==> src/rtl/lfg_pkg.sv <==
// Package: shared constants and helpers for the local timing generator.
// Assumes the system clock is eight times the backplane bit clock.
package lfg_pkg;

    typedef enum logic {
        BP_RATE_16M = 1'b0,
        BP_RATE_32M = 1'b1
    } bp_rate_e;

    // Convert an offset in backplane clock periods into system cycles.
    function automatic int offset_cycles(input int bp_periods, input int sys_per_bp);
        return bp_periods * sys_per_bp;
    endfunction

endpackage

==> src/rtl/lfg_offset_timer.sv <==
// Offset timer: counts from a backplane boundary strobe down to the local
// boundary. Raises 'fire' on the edge that forms the local boundary and
// exposes its next-state values so that pulse shapers can start their
// leading half ahead of that edge. A new strobe always reloads the count.
module lfg_offset_timer
    import lfg_pkg::*;
#(
    parameter int REM_W    = 8,
    parameter int SLOW_CYC = 144,
    parameter int FAST_CYC = 112
) (
    input  logic             clk,
    input  logic             rst_n,
    input  logic             bp_sync,
    input  logic             bp_fast,
    output logic             fire,
    output logic             busy_nxt,
    output logic [REM_W-1:0] rem_nxt
);

    localparam logic [REM_W-1:0] SLOW_LD = REM_W'(SLOW_CYC);
    localparam logic [REM_W-1:0] FAST_LD = REM_W'(FAST_CYC);

    logic             busy_q;
    logic [REM_W-1:0] rem_q;
    bp_rate_e         rate;

    assign rate = bp_rate_e'(bp_fast);

    // Next-state of the countdown: reload, expire, or step down.
    always_comb begin
        fire     = busy_q && (rem_q == REM_W'(1));
        busy_nxt = busy_q;
        rem_nxt  = rem_q;
        if (bp_sync) begin
            busy_nxt = 1'b1;
            rem_nxt  = (rate == BP_RATE_32M) ? FAST_LD : SLOW_LD;
        end else if (fire) begin
            busy_nxt = 1'b0;
            rem_nxt  = '0;
        end else if (busy_q) begin
            rem_nxt  = rem_q - REM_W'(1);
        end
    end

    // Countdown registers.
    always_ff @(posedge clk) begin
        if (!rst_n) begin
            busy_q <= 1'b0;
            rem_q  <= '0;
        end else begin
            busy_q <= busy_nxt;
            rem_q  <= rem_nxt;
        end
    end

    // The count falls by one per cycle while pending and not reloaded.
    assert_countdown_R3: assert property (@(posedge clk) disable iff (!rst_n)
        (busy_q && !bp_sync && rem_q != REM_W'(1)) |=> (busy_q && rem_q == $past(rem_q) - REM_W'(1)));

endmodule

==> src/rtl/lfg_clock_divider.sv <==
// Clock divider: a free-running binary counter whose upper bits are the
// local clocks. It is re-zeroed on the boundary edge so that every clock
// falls together there. The next-state value feeds the pulse shapers.
module lfg_clock_divider #(
    parameter int DIV_W = 4
) (
    input  logic             clk,
    input  logic             rst_n,
    input  logic             fire,
    output logic [DIV_W-1:0] div_q,
    output logic [DIV_W-1:0] div_nxt
);

    // Realign on the boundary, otherwise advance.
    always_comb begin
        div_nxt = fire ? '0 : div_q + DIV_W'(1);
    end

    // Divider register.
    always_ff @(posedge clk) begin
        if (!rst_n) div_q <= '0;
        else        div_q <= div_nxt;
    end

    // Away from a boundary the divider only ever steps by one.
    assert_clock_step_R1: assert property (@(posedge clk) disable iff (!rst_n)
        !fire |=> (div_q == $past(div_q) + DIV_W'(1)));

endmodule

==> src/rtl/lfg_pulse_shaper.sv <==
// Pulse shaper: one frame pulse of width 2*HALF system cycles, centred on
// the local boundary edge. The leading half is taken from the timer's
// next-state; the trailing half from a flag set at the boundary and cleared
// when the divider wraps. Polarity is sampled live until the first strobe,
// then only on accepted strobes.
module lfg_pulse_shaper #(
    parameter int HALF  = 2,
    parameter int REM_W = 8,
    parameter int DIV_W = 4
) (
    input  logic             clk,
    input  logic             rst_n,
    input  logic             bp_sync,
    input  logic             pol_in,
    input  logic             fire,
    input  logic             busy_nxt,
    input  logic [REM_W-1:0] rem_nxt,
    input  logic [DIV_W-1:0] div_nxt,
    output logic             fp_o
);

    localparam int RUN_W = $clog2(2 * HALF + 2);

    logic seen_q, pol_q, trail_q, act_q;
    logic pol_nxt, trail_nxt, act_nxt;
    logic [RUN_W-1:0] run_q;

    // Decide polarity, trailing window and pulse activity for the next cycle.
    always_comb begin
        pol_nxt   = (bp_sync || !seen_q) ? pol_in : pol_q;
        trail_nxt = fire || (trail_q && (div_nxt != '0));
        act_nxt   = (busy_nxt && (rem_nxt != '0) && (rem_nxt <= REM_W'(HALF)))
                 || (trail_nxt && (div_nxt < DIV_W'(HALF)));
    end

    // Pulse state and registered output level.
    always_ff @(posedge clk) begin
        if (!rst_n) begin
            seen_q  <= 1'b0;
            pol_q   <= 1'b0;
            trail_q <= 1'b0;
            act_q   <= 1'b0;
            fp_o    <= 1'b1;
        end else begin
            seen_q  <= seen_q | bp_sync;
            pol_q   <= pol_nxt;
            trail_q <= trail_nxt;
            act_q   <= act_nxt;
            fp_o    <= act_nxt ? pol_nxt : ~pol_nxt;
        end
    end

    // Checker counter: length of the current active run.
    always_ff @(posedge clk) begin
        if (!rst_n)     run_q <= '0;
        else if (act_q) run_q <= run_q + RUN_W'(1);
        else            run_q <= '0;
    end

    assert_pulse_width_R4: assert property (@(posedge clk) disable iff (!rst_n)
        run_q <= RUN_W'(2 * HALF));

    assert_quiet_before_sync_R7: assert property (@(posedge clk) disable iff (!rst_n)
        !seen_q |-> !act_q);

endmodule

==> src/rtl/lfg_local_timing.sv <==
// Top: local TDM clock and frame-pulse generator. Schedules the local
// boundary after a rate-dependent offset from the backplane strobe, divides
// the system clock into three local clocks and shapes three frame pulses.
// Assumes a 65.536 MHz system clock and a one-cycle bp_sync strobe.
module lfg_local_timing
    import lfg_pkg::*;
#(
    parameter int SYS_PER_BP = 8,
    parameter int OFF_SLOW   = 18,
    parameter int OFF_FAST   = 14,
    parameter int DIV_W      = 4
) (
    input  logic clk,
    input  logic rst_n,
    input  logic bp_sync,
    input  logic bp_fast,
    input  logic fp16_pol,
    input  logic fp8_pol,
    input  logic fp4_pol,
    input  logic c8_inv,
    output logic clk16_o,
    output logic clk8_o,
    output logic clk4_o,
    output logic fp16_o,
    output logic fp8_o,
    output logic fp4_o
);

    localparam int SLOW_CYC = offset_cycles(OFF_SLOW, SYS_PER_BP);
    localparam int FAST_CYC = offset_cycles(OFF_FAST, SYS_PER_BP);
    localparam int MAX_CYC  = (SLOW_CYC > FAST_CYC) ? SLOW_CYC : FAST_CYC;
    localparam int REM_W    = $clog2(MAX_CYC + 1);
    localparam int N_PULSE  = 3;

    logic             fire, busy_nxt;
    logic [REM_W-1:0] rem_nxt;
    logic [DIV_W-1:0] div_q, div_nxt;
    logic             synced_q, inv_q;
    logic [N_PULSE-1:0] pol_vec, fp_vec;

    lfg_offset_timer #(
        .REM_W(REM_W), .SLOW_CYC(SLOW_CYC), .FAST_CYC(FAST_CYC)
    ) u_timer (
        .clk(clk), .rst_n(rst_n), .bp_sync(bp_sync), .bp_fast(bp_fast),
        .fire(fire), .busy_nxt(busy_nxt), .rem_nxt(rem_nxt)
    );

    lfg_clock_divider #(.DIV_W(DIV_W)) u_div (
        .clk(clk), .rst_n(rst_n), .fire(fire),
        .div_q(div_q), .div_nxt(div_nxt)
    );

    // Index 0: 16 MHz pulse, 1: 8 MHz pulse, 2: 4 MHz pulse.
    assign pol_vec = {fp4_pol, fp8_pol, fp16_pol};

    for (genvar i = 0; i < N_PULSE; i++) begin : g_pulse
        lfg_pulse_shaper #(
            .HALF(1 << (DIV_W - 3 + i)), .REM_W(REM_W), .DIV_W(DIV_W)
        ) u_shaper (
            .clk(clk), .rst_n(rst_n), .bp_sync(bp_sync), .pol_in(pol_vec[i]),
            .fire(fire), .busy_nxt(busy_nxt), .rem_nxt(rem_nxt),
            .div_nxt(div_nxt), .fp_o(fp_vec[i])
        );
    end

    // 8 MHz inversion control: live until the first boundary, then per boundary.
    always_ff @(posedge clk) begin
        if (!rst_n) begin
            synced_q <= 1'b0;
            inv_q    <= 1'b0;
        end else begin
            synced_q <= synced_q | fire;
            if (fire || !synced_q) inv_q <= c8_inv;
        end
    end

    assign clk16_o = div_q[DIV_W-3];
    assign clk8_o  = div_q[DIV_W-2] ^ inv_q;
    assign clk4_o  = div_q[DIV_W-1];
    assign fp16_o  = fp_vec[0];
    assign fp8_o   = fp_vec[1];
    assign fp4_o   = fp_vec[2];

    // All clocks fall together at the boundary; 8 MHz follows the sampled inversion.
    assert_common_fall_R2: assert property (@(posedge clk) disable iff (!rst_n)
        fire |=> (!clk16_o && !clk4_o && (clk8_o == $past(c8_inv))));

    assert_inv_held_R6: assert property (@(posedge clk) disable iff (!rst_n)
        (synced_q && !fire) |=> (inv_q == $past(inv_q)));

endmodule

==> config.mk <==
export PLATFORM = sky130hd
export DESIGN_NAME = lfg_local_timing
export DESIGN_NICKNAME = d
export VERILOG_FILES = /design/src/rtl/lfg_pkg.sv /design/src/rtl/lfg_offset_timer.sv /design/src/rtl/lfg_clock_divider.sv /design/src/rtl/lfg_pulse_shaper.sv /design/src/rtl/lfg_local_timing.sv
export SDC_FILE = /design/constraint.sdc
export NUM_CORES = 1
export LEC_CHECK = 0
export BUFFER_PORTS_ARGS = -buffer_cell sky130_fd_sc_hd__buf_2
export CORE_MARGIN = 3
export CORE_UTILIZATION = 60
export CTS_BUF_LIST = sky130_fd_sc_hd__clkbuf_8
export CTS_CLUSTER_SIZE = 28
export DETAILED_ROUTE_END_ITERATION = 8
export MAX_ROUTING_LAYER = met4
export PLACE_DENSITY = 0.84
export SLEW_MARGIN = 30
export SYNTH_ARGS = -nofsm -noshare
export SYNTH_HDL_FRONTEND = slang
export SYNTH_SLANG_ARGS = --single-unit
==> constraint.sdc <==
create_clock -name clk -period 3.92 [get_ports clk]
set_input_delay 0.784 -clock clk [delete_from_list [all_inputs] [get_ports clk]]
set_output_delay 0.784 -clock clk [all_outputs]
set_load 0.005 [all_outputs]
# Yosys cells after proc, flatten, opt, wreduce, memory -nomap -nowiden
# Index checks and enable logic that the tools add are counted.
# Widths: inputs -> output; s select.
# totals
output_inout_bits	6
input_bits	8
register_bits	27
wordCells	74
# op_classes
eq_ne	1
mux	13
add_sub_neg	2
reduce_logical	27
n_bitwise	8
n_lt_le_gt_ge	6
# op_table
operator	count
$mux 8	4
$logic_and 1x1->1	11
$logic_or 1x1->1	10
$eq 8x1->1 const B	1
$le 8x2->1 const B	1
$le 8x3->1 const B	1
$le 8x4->1 const B	1
$mux 1	8
$reduce_bool 8->1	1
$sub 8x1->8 const B	1
$add 4x1->4 const B	1
$logic_not 1->1	4
$lt 4x2->1 const B	1
$lt 4x3->1 const B	1
$lt 4x4->1 const B	1
$mux 4	1
$or 1x1->1	4
$reduce_bool 4->1	1
$not 1->1	3
$xor 1x1->1	1

# Longest topological paths before layout
# Gate-level depths: netlist of run 1.
# logic_depth
ltp_word	9
mapped_depth	9
mapped_depth_nobuf	8

# By module
# Synthesis of run 1 repeated with hierarchy kept, for this count alone.
# hier_totals
hier_cells	148
area_unflattened_um2	1426.4
# modules_own_cells
mod	instances	seq_area_each_um2	cells_each	area_per_inst_um2
lfg_offset_timer	1	180.2	64	574.3
lfg_pulse_shaper (g_pulse[1].u_shaper ...)	2	80.1	19	190.2
lfg_pulse_shaper (g_pulse[0].u_shaper)	1	80.1	18	193.9
lfg_clock_divider	1	80.1	20	190.2
lfg_local_timing	1	40.0	8	87.6

# Least setup slack after synthesis of run 1
# OpenSTA, ideal clock, no wires.
# synth_timing
path_kind	flip-flop to flip-flop
start	register u_timer.rem_q[0]
end	register g_pulse[1].u_shaper.fp_o
arrival_ns	2.255
setup_time_ns	0.091
path_stages_with_launch	8
n_path_buf	0
path_slack_ns	1.574
cell_sequence	dfxtp_1 ha_1 nor4b_1 nand3_1 nand3b_1 mux2_1 o311a_1 a311oi_1
# synth_between
elab_chain_len	9
# synth_rtl
element	line	text
start, declared	lfg_offset_timer.sv:25	logic [REM_W-1:0] rem_q;
start signal, assigned	lfg_offset_timer.sv:53	rem_q <= rem_nxt;
parallel branches: the longest is 7 deep, another holds $sub 8x1->8	n/a	
$logic_or 1x1->1 (*)	lfg_pulse_shaper.sv:33	|| (trail_nxt && (div_nxt < DIV_W'(HALF)));
$mux 1 (*)	lfg_pulse_shaper.sv:49	fp_o <= act_nxt ? pol_nxt : ~pol_nxt;
end signal, assigned	lfg_pulse_shaper.sv:49	
end, declared	lfg_pulse_shaper.sv:19	output logic fp_o
# Every way passes the cells marked *.
# A chain may end at the register's enable or synchronous reset.

# Worst setup path after layout of run 1
# Same ends and word-level chain as after synthesis.

==> results of run 1 <==
## sequential cells by signal (all words and copies together), names as in the netlist
register	count
inv_q	1
u_div.div_q	4
g_pulse.u_shaper.pol_q	3
g_pulse.u_shaper.fp_o	3
synced_q	1
u_timer.busy_q	1
g_pulse.u_shaper.trail_q	3
u_timer.rem_q	8
g_pulse.u_shaper.seen_q	3
## worst paths after layout
| check | start | to | slack [ns] | cells after the start |
|---|---|---|---|---|
| max | u_timer.rem_q[0] | g_pulse[1].u_shaper.fp_o | 1.13 | 7 |
| min | g_pulse[0].u_shaper.seen_q | g_pulse[0].u_shaper.seen_q | 0.45 | 1 |
| max reg2reg | u_timer.rem_q[0] | g_pulse[1].u_shaper.fp_o | 1.13 | 7 |
| min reg2reg | g_pulse[0].u_shaper.seen_q | g_pulse[0].u_shaper.seen_q | 0.45 | 1 |
## cell type report
type,instances,area (µm²),share of cell area
clock buffer,3,41.29,0.02674
clock inverter,1,7.507,0.004862
inverter,5,18.77,0.01216
multi-input combinational,122,837.1,0.5421
sequential,27,540.5,0.3501
tap,27,33.78,0.02188
timing repair buffer,13,65.06,0.04214
## kinds of logic after synthesis
| kind of cell | share of synthesized area |
|---|---|
| xor+xnor | 0.06162 |
| mux | 0.05898 |
| buf+inv | 0.03081 |
| fa+ha+maj | 0.02641 |
| compound gates | 0.1734 |
| simple gates | 0.2685 |
| flops | 0.3803 |
## metrics by stage
| stage | setup WS, ns | power [mW] | hold WS [ns] |
|---|---|---|---|
| global placement | 1.408 | 0.4226 | 0.4278 |
| CTS | 1.181 | 0.5857 | 0.4544 |
| floorplan | 1.574 | 0.4000 | 0.4201 |
| finish | 1.128 | 0.5838 | 0.4502 |
| global route | 0.9454 | 0.6116 | 0.4811 |
| detailed placement | 1.204 | 0.4285 | 0.4339 |
## power groups by stage
stage	logic, mW	registers [mW]	clock network [mW]
6_report	0.115	0.310	0.159
3_5_place_dp	0.113	0.316	0
4_1_cts	0.114	0.310	0.162
5_1_grt	0.128	0.313	0.171
3_3_place_gp	0.108	0.315	0
2_1_floorplan	0.0885	0.311	0
## Yosys cell counts (all sizes together) (3+ instances only)
library cell,count
a21oi,7
and3,4
clkbuf,4
dfxtp,27
ha,3
inv,5
mux2,3
mux2i,5
nand2,14
nand2b,4
nand3,4
nand4,3
nor2,7
nor2b,10
nor3,7
o21a,5
o21ai,7
xnor2,8
## layer usage
layer  part of all wire  vias up  routed length, µm  global-route usage
li1                   -      598                  -                   -
met1               0.47      507               1325              0.2650
met2               0.45       43               1278              0.3661
met3              0.061        5                173             0.02452
met4              0.020        0                 57              0.1369
met5                  0        -                  0                   -
==> impl_metrics.py, run 1 <==
metrics = {
    "synthesis": {
        "ys_ff_latch": 27,
        "asyncSetResetFlopFracSynth": 0,
        "seq_area_frac_synth": 0.3803,
        "synthDistinctLibCells": 48,
        "syn_nets": 171,
        "syn_avg_cell_area_um2": 8.884,
        "synth_top_flop_cell": "dfxtp_1",
        "syn_inst": 160,
        "syn-cell-area_um2": 1421,
        "yosys_warnings": 0,
        "synth_edf_count": 0,
        "synth_area_leader_cell": "dfxtp_1",
        "synth_top_area_share": 0.3803,
        "synth_area_leaders": "dfxtp_1 38%, xnor2_1 4.9%, nor2b_1 4.4%",
    },
    "clock_tree": {
        "clkLatencyLatePin_ns": 0.28,
        "cts-root-buf": "clkbuf_8",
        "numCtsBuffers": 3,
        "postCtsSetupBuffers": 0,
        "cts_tree": "yes",
        "htreeDepth": 1,
        "post_cts_resized": 0,
        "cts_sinks": 27,
        "clkTransAtPathRegs_ns": 0.09,
        "cts_hold_buf": 0,
        "clk_path_buf_depth": 2,
    },
    "layout": {
        "fin_nets": 183,
        "final_cell_mix": "27 x dfxtp_1, 13 x nand2_1, 13 x buf_2",
        "n_antenna_cell": 0,
        "drive_gt1_frac": 0.1520,
        "fillCellCount": 155,
        "area_delta_synth_final_pct": 8.627,
        "fin_cells": 198,
        "layout_commonest_cell": "dfxtp_1",
        "final_area_um2": 1544,
        "final_core_util": 0.7345,
    },
    "placed_design": {
        "io_buffers": 13,
        "gp_congestion": 0.9390,
        "dp.cells": 194,
        "dpl_cell_area_um2": 1495,
        "dpl.hpwl_um": 2108,
    },
    "power_and_ir_drop": {
        "peakVddDrop_uv": 272.9,
        "power_frac_seq": 0.531,
        "combPwrFrac": 0.196,
        "leakage_nw": 0.6032,
        "p_sw_mw": 0.1656,
        "power.internal_mw": 0.4183,
        "p_sw_frac": 0.2836,
        "pwr-share-clk": 0.272,
        "power.density_nw_per_um2": 378.1,
    },
    "setup_path": {
        "critPathMaxFanout": 7,
        "crit_family": "simple AND/OR/NAND/NOR gates",
        "path_class": "flop to flop",
        "path_buf_inv": 0,
        "end_kind": "flop",
        "crit_arrival_ns": 2.98,
        "critical-path-max-stage-delay_ns": 0.56,
        "worstPathRequired_ns": 4.11,
        "cp-start-kind": "flop",
        "critical-path-slowest-cell": "nor4b_1",
        "crit_path_cell_trace": "ha_1 > nor4b_1 > nand3_1 > nand3b_1 > mux2_1 > o311a_1 > a311oi_1",
    },
    "timing": {
        "slew_headroom": 0.5562,
        "slew_viol_final": 0,
        "worst_pin_slew_ns": 0.6564,
        "rsz0062_at_grt": "no",
        "fin_setup_tns_ns": 0,
        "final_hold_viol_count": 0,
        "max_clock_freq_mhz": 358.1,
        "setup_viol": 0,
        "skew_ns": 0.003589,
        "post-route-min-period_ns": 2.792,
        "fin_crit_sh": 0.7123,
    },
    "global_routing": {
        "grt_pass1_wl_um": 4712,
        "grt_overflow_total": 0,
        "grtUsageTotal": 0.2255,
        "grt_max_degree": 25,
        "antenna_found_initial": 0,
        "grt_pass1_vias": 1131,
    },
    "run_status": {
        "outcome": "completed",
    },
    "job": {
        "maxCapViolations": 0,
    },
    "floorplanning": {
        "coreArea_um2": 2102,
        "die_width_um": 54.67,
        "rows": 16,
        "dieArea_um2": 2989,
        "start_util": 0.6762,
        "io_pins": 14,
        "die_h_um": 54.67,
    },
    "drt": {
        "wl_per_cell_um": 14.31,
        "first_pass_iters": 4,
        "route.detailed.drc": 0,
        "viasPerCell": 5.823,
        "wl_um": 2834,
        "num_vias": 1153,
        "drtIter0Drc": 30,
        "detail-route-antenna-nets": 0,
    },
    "hold_path": {
        "hold_class": "flop to flop",
    },
}
Power figures use the tool's default switching activity.
==> run 2, diff against run 1 <==
==> constraint.sdc (replaced) <==
create_clock -name clk -period 2.7 [get_ports clk]
set_input_delay 0.54 -clock clk [delete_from_list [all_inputs] [get_ports clk]]
set_output_delay 0.54 -clock clk [all_outputs]
set_load 0.005 [all_outputs]
==> run 2 against run 1 <==
Clock skew grew 0.00098 ns. Sequential power grew 45%. Register-to-register slack lost 0.90 ns. Critical path type unchanged. Power grew 44%. Die area is the same. Cell area grew 1.2%. Fmax grew 13%. Hold slack gained 0.0080 ns. Clock-buffer cell count is the same. Sequential share of layout area shrank 0.42 points. Via count grew 7.0%. Critical endpoint unchanged. Largest cell class unchanged.
==> impl_metrics.py, run 2 (synthesized netlist as in run 1, its figures left out) <==
metrics = {
    "timing": {
        "rsz0062_at_grt": "no",
        "max_clock_freq_mhz": 404.0,
        "fin_setup_tns_ns": 0,
        "setup_ws_ns": 0.2245,
        "skew_ns": 0.004570,
        "post-route-min-period_ns": 2.476,
        "final_hold_viol_count": 0,
        "slew_headroom": 0.6619,
        "whs_ns": 0.4582,
        "fin_crit_sh": 0.9169,
        "slew_viol_final": 0,
        "setup_viol": 0,
        "worst_pin_slew_ns": 0.5003,
    },
    "global_routing": {
        "grtUsageTotal": 0.2433,
        "grt_pass1_wl_um": 5037,
        "grt_max_degree": 25,
        "grt_pass1_vias": 1151,
        "grt_overflow_total": 0,
        "antenna_found_initial": 0,
    },
    "run_status": {
        "outcome": "completed",
    },
    "layout": {
        "largest_register": "u_timer.rem_q",
        "drive_gt1_frac": 0.1609,
        "register_area_um2": 540.5,
        "area_delta_synth_final_pct": 9.947,
        "final_cell_mix": "27 x dfxtp_1, 13 x nand2_1, 13 x buf_2",
        "n_antenna_cell": 0,
        "fin_nets": 186,
        "reg_top3": "u_timer.rem_q x8, u_div.div_q x4",
        "largest_reg_flops": 8,
        "multi_input_area_um2": 837.1,
        "fillCellCount": 162,
        "final_core_util": 0.7435,
        "layout_commonest_cell": "dfxtp_1",
    },
    "clock_tree": {
        "clk_path_buf_depth": 2,
        "numCtsBuffers": 3,
        "cts_sinks": 27,
        "clkLatencyLatePin_ns": 0.27,
        "clkTransAtPathRegs_ns": 0.09,
        "postCtsSetupBuffers": 0,
        "post_cts_resized": 0,
        "cts_tree": "yes",
        "cts-root-buf": "clkbuf_8",
        "htreeDepth": 1,
        "cts_hold_buf": 0,
    },
    "drt": {
        "first_pass_iters": 4,
        "num_vias": 1234,
        "route.detailed.drc": 0,
        "route.met2.wl_um": 1451,
        "drtIter0Drc": 32,
        "viasPerCell": 6.139,
        "wl_met3_um": 223,
        "wl_um": 3020,
        "detail-route-antenna-nets": 0,
        "wl_per_cell_um": 15.02,
        "wl_met1_um": 1295,
        "top_layer": "met4",
    },
    "placed_design": {
        "gp_congestion": 0.9177,
        "dpl.hpwl_um": 2121,
        "io_buffers": 13,
        "pre_cts_slack_ns": 0.3369,
    },
    "setup_path": {
        "cp-startpoint": "u_timer.rem_q[0]",
        "worstPathRequired_ns": 2.86,
        "path_class": "flop to flop",
        "end_kind": "flop",
        "critical-path-max-stage-delay_ns": 0.48,
        "crit_path_cell_trace": "inv_1 > ha_1 > a31oi_1 > nand3b_1 > mux2_1 > o311a_1 > a311oi_1",
        "worstReg2RegStart": "u_timer.rem_q[0]",
        "crit_arrival_ns": 2.63,
        "rrSetupSlack_ns": 0.22,
        "crit_path_end": "g_pulse[1].u_shaper.fp_o",
        "critPathMaxFanout": 6,
        "cp-start-kind": "flop",
        "r2r_end": "g_pulse[1].u_shaper.fp_o",
        "reg2regPathDepth": 7,
        "critical-path-slowest-cell": "dfxtp_1",
    },
    "power_and_ir_drop": {
        "power.internal_mw": 0.6065,
        "power.density_nw_per_um2": 539.4,
        "p_sw_frac": 0.2806,
        "p_sw_mw": 0.2365,
        "peakVddDrop_uv": 443.3,
        "leakage_nw": 0.6229,
        "pwr-share-clk": 0.264,
        "combPwrFrac": 0.204,
        "power_frac_seq": 0.532,
    },
    "floorplanning": {
        "die_h_um": 54.67,
        "start_util": 0.6762,
        "io_pins": 14,
        "dieArea_um2": 2989,
        "rows": 16,
        "die_width_um": 54.67,
        "coreArea_um2": 2102,
    },
    "hold_path": {
        "hold_class": "flop to flop",
        "worstHoldPathCells": 1,
    },
    "job": {
        "maxCapViolations": 0,
    },
}
-- run 2: how the worst min path moves through the flow --
stage,start,slack [ns],end
4_1_cts,g_pulse[0].u_shaper.seen_q,0.46,g_pulse[0].u_shaper.seen_q
3_5_place_dp,g_pulse[0].u_shaper.seen_q,0.44,g_pulse[0].u_shaper.seen_q
5_1_grt,g_pulse[0].u_shaper.seen_q,0.49,g_pulse[0].u_shaper.seen_q
2_1_floorplan,g_pulse[0].u_shaper.seen_q,0.42,g_pulse[0].u_shaper.seen_q
6_report,g_pulse[0].u_shaper.seen_q,0.46,g_pulse[0].u_shaper.seen_q
3_3_place_gp,g_pulse[2].u_shaper.seen_q,0.43,g_pulse[2].u_shaper.seen_q
-- run 2: critical path, delay by kind of cell (launching register included) --
family | cells | cell delay [ns]
fa+ha+maj | 1 | 0.35
buf+inv | 1 | 0.14
flops | 1 | 0.48
compound gates | 3 | 0.93
mux | 1 | 0.34
simple gates | 1 | 0.12
-- run 2: power groups by stage --
stage                     Clock, mW  Combinational (mW)  Sequential [mW]
after CTS                     0.225               0.171            0.448
final                         0.223               0.172            0.449
after global routing          0.243               0.192            0.452
after global placement            0               0.161            0.456
after floorplan                   0               0.129            0.452
after detailed placement          0               0.168            0.457
-- run 2: per-layer routing --
| metal | vias up | global-route usage |
|---|---|---|
| met4 | 0 | 0.09959 |
| li1 | 603 | - |
| met5 | - | - |
| met3 | 8 | 0.06267 |
| met2 | 41 | 0.3957 |
| met1 | 582 | 0.2824 |
-- run 2: final cells by class --
| type | instances | share of cell area |
|---|---|---|
| clock inverter | 1 | 0.002402 |
| clock buffer | 3 | 0.02642 |
| multi-input combinational | 122 | 0.5356 |
| inverter | 5 | 0.01201 |
| timing repair buffer | 16 | 0.05604 |
| sequential | 27 | 0.3459 |
| tap | 27 | 0.02162 |
-- run 2: per-stage QoR --
step | power [mW] | cells | cell area [µm²]
floorplan | 0.5807 | 160 | 1421
global placement | 0.6173 | 197 | 1518
detailed placement | 0.6247 | 197 | 1518
CTS | 0.8432 | 201 | 1563
global route | 0.8867 | 201 | 1563
finish | 0.8430 | 201 | 1563
